`src/rtl/srs_pkg.sv`:
```
package srs_pkg;
    localparam logic [7:0] ST_OK   = 8'h00;
    localparam logic [7:0] ST_OVR  = 8'h02;
    localparam logic [7:0] ST_ADDR = 8'h03;
    localparam logic [7:0] ST_DATA = 8'h04;

    localparam logic [6:0] A_MODE = 7'h10;
    localparam logic [6:0] A_FEAT = 7'h11;
    localparam logic [6:0] A_BW   = 7'h12;
    localparam logic [6:0] A_ERR  = 7'h13;
    localparam logic [6:0] A_ID   = 7'h14;

    localparam logic [7:0] MODE_RST   = 8'h00;
    localparam logic [7:0] FEAT_RST   = 8'h20;
    localparam logic [7:0] BW_RST     = 8'h00;
    localparam logic [7:0] MODE_LEGAL = 8'h3F;
    localparam logic [7:0] FEAT_LEGAL = 8'h23;
    localparam logic [7:0] FEAT_KEEP  = 8'h20;
    localparam logic [7:0] BW_MAX     = 8'h02;
    localparam int         FEAT_SRST  = 0;
    localparam int         FEAT_HCLR  = 1;

    typedef enum logic [1:0] {
        K_NONE = 2'd0,
        K_RO   = 2'd1,
        K_RW   = 2'd2
    } acc_kind_e;
endpackage

```
`src/rtl/srs_sync_edge.sv`:
```
module srs_sync_edge #(
    parameter int STAGES = 2
) (
    input  logic clk,
    input  logic rst_n,
    input  logic sclk_i,
    input  logic sdi_i,
    input  logic en_i,
    output logic rise_o,
    output logic bit_o,
    output logic en_o
);
    typedef struct packed {
        logic [STAGES-1:0] sck;
        logic [STAGES-1:0] dat;
        logic [STAGES-1:0] ena;
        logic              sck_prev;
    } sync_t;

    sync_t s_d, s_q;

    always_comb begin
        s_d          = s_q;
        s_d.sck      = {s_q.sck[STAGES-2:0], sclk_i};
        s_d.dat      = {s_q.dat[STAGES-2:0], sdi_i};
        s_d.ena      = {s_q.ena[STAGES-2:0], en_i};
        s_d.sck_prev = s_q.sck[STAGES-1];
    end

    always_ff @(posedge clk or negedge rst_n) begin
        if (!rst_n) s_q <= '0;
        else        s_q <= s_d;
    end

    assign rise_o = s_q.sck[STAGES-1] & ~s_q.sck_prev;
    assign bit_o  = s_q.dat[STAGES-1];
    assign en_o   = s_q.ena[STAGES-1];
endmodule

```
`src/rtl/srs_regfile.sv`:
```
module srs_regfile
    import srs_pkg::*;
#(
    parameter int         NUM_STAT = 4,
    parameter logic [7:0] ID_VALUE = 8'hA5
) (
    input  logic                  clk,
    input  logic                  rst_n,
    input  logic [6:0]            addr_i,
    input  logic [7:0]            wdata_i,
    input  logic                  wr_en_i,
    input  logic [7:0]            err_i,
    input  logic [NUM_STAT*8-1:0] stat_i,
    output acc_kind_e             kind_o,
    output logic                  data_ok_o,
    output logic [7:0]            rdata_o,
    output logic [7:0]            mode_o,
    output logic [7:0]            feat_o,
    output logic [7:0]            bw_o,
    output logic                  srst_o,
    output logic                  hclr_o
);
    localparam int IDX_W = (NUM_STAT > 1) ? $clog2(NUM_STAT) : 1;

    typedef struct packed {
        logic [7:0] mode;
        logic [7:0] feat;
        logic [7:0] bw;
        logic       srst;
        logic       hclr;
    } rf_t;

    rf_t r_d, r_q;
    logic [7:0] stat_arr [NUM_STAT];

    for (genvar g = 0; g < NUM_STAT; g++) begin : g_stat
        assign stat_arr[g] = stat_i[g*8 +: 8];
    end

    // decode: access kind, read value and value legality for the frame address
    always_comb begin
        kind_o    = K_NONE;
        rdata_o   = '0;
        data_ok_o = 1'b0;
        if (int'(addr_i) < NUM_STAT) begin
            kind_o  = K_RO;
            rdata_o = stat_arr[addr_i[IDX_W-1:0]];
        end else begin
            case (addr_i)
                A_MODE: begin
                    kind_o    = K_RW;
                    rdata_o   = r_q.mode;
                    data_ok_o = (wdata_i & ~MODE_LEGAL) == 8'h00;
                end
                A_FEAT: begin
                    kind_o    = K_RW;
                    rdata_o   = r_q.feat;
                    data_ok_o = (wdata_i & ~FEAT_LEGAL) == 8'h00;
                end
                A_BW: begin
                    kind_o    = K_RW;
                    rdata_o   = r_q.bw;
                    data_ok_o = wdata_i <= BW_MAX;
                end
                A_ERR: begin
                    kind_o  = K_RO;
                    rdata_o = err_i;
                end
                A_ID: begin
                    kind_o  = K_RO;
                    rdata_o = ID_VALUE;
                end
                default: kind_o = K_NONE;
            endcase
        end
    end

    always_comb begin
        r_d      = r_q;
        r_d.srst = 1'b0;
        r_d.hclr = 1'b0;
        if (wr_en_i && data_ok_o && kind_o == K_RW) begin
            case (addr_i)
                A_MODE: r_d.mode = wdata_i;
                A_FEAT: begin
                    r_d.feat = wdata_i & FEAT_KEEP;
                    r_d.srst = wdata_i[FEAT_SRST];
                    r_d.hclr = wdata_i[FEAT_HCLR];
                end
                A_BW:   r_d.bw = wdata_i;
                default: r_d = r_q;
            endcase
        end
    end

    always_ff @(posedge clk or negedge rst_n) begin
        if (!rst_n) begin
            r_q.mode <= MODE_RST;
            r_q.feat <= FEAT_RST;
            r_q.bw   <= BW_RST;
            r_q.srst <= 1'b0;
            r_q.hclr <= 1'b0;
        end else begin
            r_q <= r_d;
        end
    end

    assign mode_o = r_q.mode;
    assign feat_o = r_q.feat;
    assign bw_o   = r_q.bw;
    assign srst_o = r_q.srst;
    assign hclr_o = r_q.hclr;

    assert_bw_legal_R6: assert property (@(posedge clk) disable iff (!rst_n)
        r_q.bw <= BW_MAX)
        else $error("bandwidth register holds an undefined code");

    assert_srst_single_R8: assert property (@(posedge clk) disable iff (!rst_n)
        r_q.srst |=> !r_q.srst)
        else $error("soft reset pulse longer than one cycle");

    assert_hclr_single_R8: assert property (@(posedge clk) disable iff (!rst_n)
        r_q.hclr |=> !r_q.hclr)
        else $error("history clear pulse longer than one cycle");

    assert_cfg_quiet_R3: assert property (@(posedge clk) disable iff (!rst_n)
        !wr_en_i |=> ($stable(r_q.mode) && $stable(r_q.feat) && $stable(r_q.bw)))
        else $error("configuration changed without a write");
endmodule

```
`src/rtl/srs_spi_regslave.sv`:
```
module srs_spi_regslave
    import srs_pkg::*;
#(
    parameter int         LAT      = 4,
    parameter int         NUM_STAT = 4,
    parameter logic [7:0] ID_VALUE = 8'hA5,
    parameter int         SYNC     = 2
) (
    input  logic                  clk,
    input  logic                  rst_n,
    input  logic                  spi_sclk,
    input  logic                  spi_sdi,
    input  logic                  spi_en,
    input  logic [NUM_STAT*8-1:0] stat_in,
    output logic                  spi_sdo,
    output logic [7:0]            cfg_mode,
    output logic [7:0]            cfg_feature,
    output logic [7:0]            cfg_bw,
    output logic                  soft_rst_pulse,
    output logic                  hist_clr_pulse
);
    localparam int LW = $clog2(LAT + 1);
    localparam logic [3:0] LAST_ADDR_BIT = 4'd7;
    localparam logic [3:0] LAST_BIT      = 4'd15;

    typedef struct packed {
        logic [3:0]    cnt;
        logic [7:0]    sh;
        logic          rw;
        logic [6:0]    addr;
        logic [LW-1:0] busy;
        logic          ovr;
        logic [7:0]    osh;
        logic [7:0]    err;
    } fr_t;

    fr_t s_d, s_q;

    logic      rise_s, sdi_s, en_s;
    logic [7:0] sh_nx;
    logic [6:0] rf_addr;
    logic      ovr_now;
    logic      wr_en;
    acc_kind_e rf_kind;
    logic      rf_ok;
    logic [7:0] rf_rdata;

    srs_sync_edge #(.STAGES(SYNC)) u_sync (
        .clk    (clk),
        .rst_n  (rst_n),
        .sclk_i (spi_sclk),
        .sdi_i  (spi_sdi),
        .en_i   (spi_en),
        .rise_o (rise_s),
        .bit_o  (sdi_s),
        .en_o   (en_s)
    );

    always_comb begin
        sh_nx   = {s_q.sh[6:0], sdi_s};
        rf_addr = (en_s && rise_s && s_q.cnt == LAST_ADDR_BIT) ? sh_nx[6:0] : s_q.addr;
    end

    srs_regfile #(.NUM_STAT(NUM_STAT), .ID_VALUE(ID_VALUE)) u_rf (
        .clk       (clk),
        .rst_n     (rst_n),
        .addr_i    (rf_addr),
        .wdata_i   (sh_nx),
        .wr_en_i   (wr_en),
        .err_i     (s_q.err),
        .stat_i    (stat_in),
        .kind_o    (rf_kind),
        .data_ok_o (rf_ok),
        .rdata_o   (rf_rdata),
        .mode_o    (cfg_mode),
        .feat_o    (cfg_feature),
        .bw_o      (cfg_bw),
        .srst_o    (soft_rst_pulse),
        .hclr_o    (hist_clr_pulse)
    );

    // frame sequencer: bit count, latency window, outcome code
    always_comb begin
        s_d     = s_q;
        wr_en   = 1'b0;
        ovr_now = s_q.ovr | (s_q.busy != '0);
        if (s_q.busy != '0) s_d.busy = s_q.busy - 1'b1;
        if (!en_s) begin
            s_d.cnt  = '0;
            s_d.ovr  = 1'b0;
            s_d.osh  = '0;
            s_d.busy = '0;
        end else if (rise_s) begin
            s_d.sh  = sh_nx;
            s_d.cnt = s_q.cnt + 4'd1;
            if (s_q.cnt == LAST_ADDR_BIT) begin
                s_d.rw   = sh_nx[7];
                s_d.addr = sh_nx[6:0];
                s_d.busy = LW'(LAT);
                s_d.ovr  = 1'b0;
                s_d.osh  = (sh_nx[7] && rf_kind != K_NONE) ? rf_rdata : 8'h00;
            end else if (s_q.cnt[3]) begin
                s_d.ovr = ovr_now;
                s_d.osh = {s_q.osh[6:0], 1'b0};
                if (s_q.cnt == LAST_BIT) begin
                    s_d.cnt = '0;
                    s_d.osh = '0;
                    s_d.ovr = 1'b0;
                    if (ovr_now)                s_d.err = ST_OVR;
                    else if (rf_kind == K_NONE) s_d.err = ST_ADDR;
                    else if (s_q.rw)            s_d.err = ST_OK;
                    else if (rf_kind != K_RW || !rf_ok) s_d.err = ST_DATA;
                    else begin
                        s_d.err = ST_OK;
                        wr_en   = 1'b1;
                    end
                end
            end
        end
    end

    always_ff @(posedge clk or negedge rst_n) begin
        if (!rst_n) s_q <= '0;
        else        s_q <= s_d;
    end

    assign spi_sdo = s_q.osh[7];

    assert_abort_R9: assert property (@(posedge clk) disable iff (!rst_n)
        !en_s |=> (s_q.cnt == 4'd0))
        else $error("frame not discarded on enable drop");

    assert_err_code_R10: assert property (@(posedge clk) disable iff (!rst_n)
        (s_q.err == ST_OK || s_q.err == ST_OVR || s_q.err == ST_ADDR || s_q.err == ST_DATA))
        else $error("outcome register holds an undefined code");

    assert_write_ok_R3: assert property (@(posedge clk) disable iff (!rst_n)
        wr_en |=> (s_q.err == ST_OK && s_q.cnt == 4'd0))
        else $error("write committed without success code");
endmodule

```
`config.mk`:
```
export PLATFORM = sky130hd
export DESIGN_NAME = srs_spi_regslave
export DESIGN_NICKNAME = d
export VERILOG_FILES = /design/src/rtl/srs_pkg.sv /design/src/rtl/srs_sync_edge.sv /design/src/rtl/srs_regfile.sv /design/src/rtl/srs_spi_regslave.sv
export SDC_FILE = /design/constraint.sdc
export NUM_CORES = 1
export LEC_CHECK = 0
export BUFFER_PORTS_ARGS = -buffer_cell sky130_fd_sc_hd__buf_2
export CAP_MARGIN = 0
export CORE_MARGIN = 5
export CORE_UTILIZATION = 55
export CTS_BUF_LIST = sky130_fd_sc_hd__clkbuf_8
export DETAILED_ROUTE_END_ITERATION = 8
export PLACE_DENSITY = 0.77
export SKIP_CTS_REPAIR_TIMING = 1
export SYNTH_ARGS = -nofsm -noshare
export SYNTH_HDL_FRONTEND = slang
export SYNTH_HIERARCHICAL = 1
export SYNTH_SLANG_ARGS = --single-unit
```
`constraint.sdc`:
```
create_clock -name clk -period 5.8 [get_ports clk]
set_clock_uncertainty 0.05 [all_clocks]
set_input_delay 1.45 -clock clk [delete_from_list [all_inputs] [get_ports clk]]
set_output_delay 1.45 -clock clk [all_outputs]
set_load 0.01 [all_outputs]
```
==> impl_results.md <==
* Top Layer Used: met4
* Compound-gate portion of the synthesized area at 10.53%
* DP HPWL at 5124 um
* Top cells by count, synth: 59 x dfrtp_1, 18 x nor2_1, 16 x mux2_2, 16 x nand2_1, 11 x a21oi_1
* Total track usage at 21.00%
* FF-to-FF setup slack at 0.72 ns
* Synth Warn # at 6
* Sequential-to-total area share from yosys stat at 47.53%
* Yosys reg bits at 60
* Largest net degree at the start of global routing at 61
* Cells on worst reg2reg path at 14
* Fmax at 196.8 MHz
* Netlist Area Pre-Place at 3162 sq um
* Initial antenna violation count at 0
* Largest family of logic cells by synthesized area: multiplexers
* Bufs on Longest Clock Path at 2
* Hold Crit Endpoint: u_sync/bit_o
* Hold crit path type: register to register
* Final Instance Count excl. Fillers at 403
* Final hold vios at 0
* Setup crit end kind: register
* Reg2reg start: s_q[36]
* Peak supply drop at 207.7 uV
* Synth top area cells: dfrtp_1 47%, mux4_2 6.4%, mux2_2 5.7%
* First-pass GRT wire length at 11740 um
* Post-synthesis adder-cell area fraction at 1.187%
* Fillers at 428
* Clock root cell: clkbuf_8
* GRT overflow at 0
* Most frequent cell after synthesis: dfrtp_1
* Post-DR wirelength/cell at 17.50 um
* Post-layout minimum cycle time at 5.082 ns
* PortBufs at 56
* Simple logic cell fraction of the synthesized area at 15.31%
* Fin nets at 366
* Area of the core at 5540 sq um
* Clk_lat worst skew at 0.34 ns
* Yosys cell types at 48
* Htree depth at 3
* P&R area growth vs syn at 14.60%
* Initial DRC count at 133
* M1 WL at 3003 um
* Final setup violation count at 0
* TritonCTS clock tree: done
* Post-route ant nets at 0
* Fin Setup TNS at 0 ns
* Worst Hold Depth at 0
* DRT Wirelength at 7053 um
* Reg2reg end: u_rf/bw_o[0]
* N_diodes at 0
* Post-synth top area share at 46.70%
* DIE AREA at 7365 sq um
* DR WL met3 at 374 um
* Drc violations at 0
* Fraction of layout instances using a drive strength above 1 at 35.35%
* Slew Limit Headroom at 51.90%
* Via Count at 2300
* Crit path arrival time at 5.25 ns
* Critical path type: register to register
* Synth Area in XOR/XNOR at 0.5540%
* RePlAce Congestion at 0.9374
* Async S/R FF share, synth at 100.0%
* Vias per std cell at 5.707
* HP Start: u_sync/s_d[4]
* Die H at 85.82 um
* Routed wl met2 at 3542 um
* Max-slew violation count at 0
* Ys flop type: dfrtp_1
* RSZ-0062 raised after global routing: false
* Vias in the first global route at 2359
* CP Max Fanout at 10
* Status: completed
* Crit path required time at 5.97 ns
* Post-synth EDFFs at 0
* Avg Inst Size Synth at 11.80 sq um
* CP startpoint kind: register
* Least-Margin Pin Slew at 0.7215 ns
* CTS Sinks at 60
* Cells after DPL at 387
* IO Count at 64
* Static Leakage at 1.748 nW
* TritonCTS Buffers at 9
* Die width at 85.82 um
* Max-cap viol count at 0
* Yosys top cell by area: dfrtp_1
* Cell count after synthesis at 268
* Starting density of the core at 57.07%
* Pre-antenna DRT Iters at 4
* Pwr dens at 261.9 nW/um^2
* Tcrit/Tclk final at 87.63%
* Clk slew on worst S/H paths at 0.06 ns
* Mux share of post-synthesis cell area at 19.71%
* Cell Rows at 27
[registers in the layout (all words and copies together) (netlist names)]
| register | cells |
|---|---|
| u_rf/mode_o | 8 |
| u_sync/bit_o | 1 |
| u_sync/en_o | 1 |
| u_sync/s_q | 1 |
| u_sync/s_d | 4 |
| u_rf/hclr_o | 1 |
| u_rf/srst_o | 1 |
| s_q | 33 |
| u_rf/feat_o | 1 |
| spi_sdo | 1 |
| u_rf/bw_o | 8 |
[area by class of cell]
| cell class | count | area (sq um) | area share [%] |
|---|---|---|---|
| Clock buffer | 11 | 151.4 | 4.178 |
| Clock inverter | 5 | 21.27 | 0.5870 |
| Inverter | 8 | 30.03 | 0.8287 |
| Multi-Input combinational cell | 190 | 1540 | 42.51 |
| Sequential cell | 60 | 1503 | 41.47 |
| Tap cell | 72 | 90.09 | 2.486 |
| Timing Repair Buffer | 57 | 287.8 | 7.942 |
[kinds of logic after synthesis]
| kind of cell | after synthesis |
|---|---|
| simple gates | 81 |
| flops | 60 |
| compound gates | 48 |
| mux | 44 |
| buf+inv | 28 |
| fa+ha+maj | 3 |
| other cells | 2 |
| xor+xnor | 2 |
[critical path: stages, from the launching register on]
cell and delay [ns]:
dfrtp_1 0.41, ha_1 0.30, nand3_2 0.14, or3_1 0.60, mux2_4 0.42, nor4_4 0.35, and2_1 0.34, nand2_1 0.08
a2111oi_1 0.52, nand2_1 0.10, nor4_1 0.28, nor3b_1 0.40, nand2_1 0.18, nor4_4 0.45, mux2_4 0.34
[layout by cell type, fill, tap and decap left out, drive strengths merged, types with 2 or more instances in the layout]
master / instances
or3: 7
a31oi: 5
a32oi: 7
mux2i: 9
clkinv: 2
and2b: 6
nand3: 6
buf: 57
nor2b: 9
ha: 3
nand2: 17
o22ai: 4
nand2b: 2
mux4: 9
and2: 7
conb: 12
clkbuf: 11
a21oi: 11
o21ai: 5
nor4: 4
mux2: 26
inv: 11
o2bb2ai: 8
o21a: 2
dfrtp: 59
nor2: 18
[power by group]
part / switching (mW) / total (mW) / internal (mW) / leakage, nW
sequential: 0.0413 / 0.492 / 0.450 / 0.804
combinational: 0.0719 / 0.135 / 0.0632 / 0.842
clock: 0.150 / 0.322 / 0.172 / 0.103
total: 0.264 / 0.949 / 0.686 / 1.75
[layer usage]
metal  vias to the layer above  global-route usage [%]
li1                       1072                       -
met1                      1148                   27.18
met2                        66                   33.97
met3                        14                   6.052
met4                         0                   7.194
met5                         -                       0
[worst max path at each step]
stage                  from      endpoint  slack (ns)  cells after the start
CTS                 s_q[36]  u_rf/bw_o[0]        0.83                     14
finish              s_q[36]  u_rf/bw_o[0]        0.72                     14
detailed placement  s_q[36]  u_rf/bw_o[0]        0.87                     14
floorplan           s_q[36]  u_rf/bw_o[0]        1.60                     16
global route        s_q[36]  u_rf/bw_o[0]        0.37                     14
global placement    s_q[36]  u_rf/bw_o[0]        1.18                     14
[through the flow]
| step | cell area (sq um) | hold WS, ns | util [%] | power, mW | worst slack [ns] |
|---|---|---|---|---|---|
| after detailed placement | 3451 | 0.2904 | 62.29 | 0.6320 | 0.8699 |
| after CTS | 3623 | 0.3049 | 65.40 | 0.9590 | 0.8298 |
| after floorplan | 3199 | 0.2812 | - | 0.5830 | 1.596 |
| final | 3623 | 0.3023 | 65.40 | 0.9491 | 0.7177 |
| after global placement | 3451 | 0.2852 | 62.29 | 0.6274 | 1.184 |
| after global routing | 3623 | 0.3104 | 65.40 | 1.000 | 0.3688 |
(Power assumes the default switching activity.)
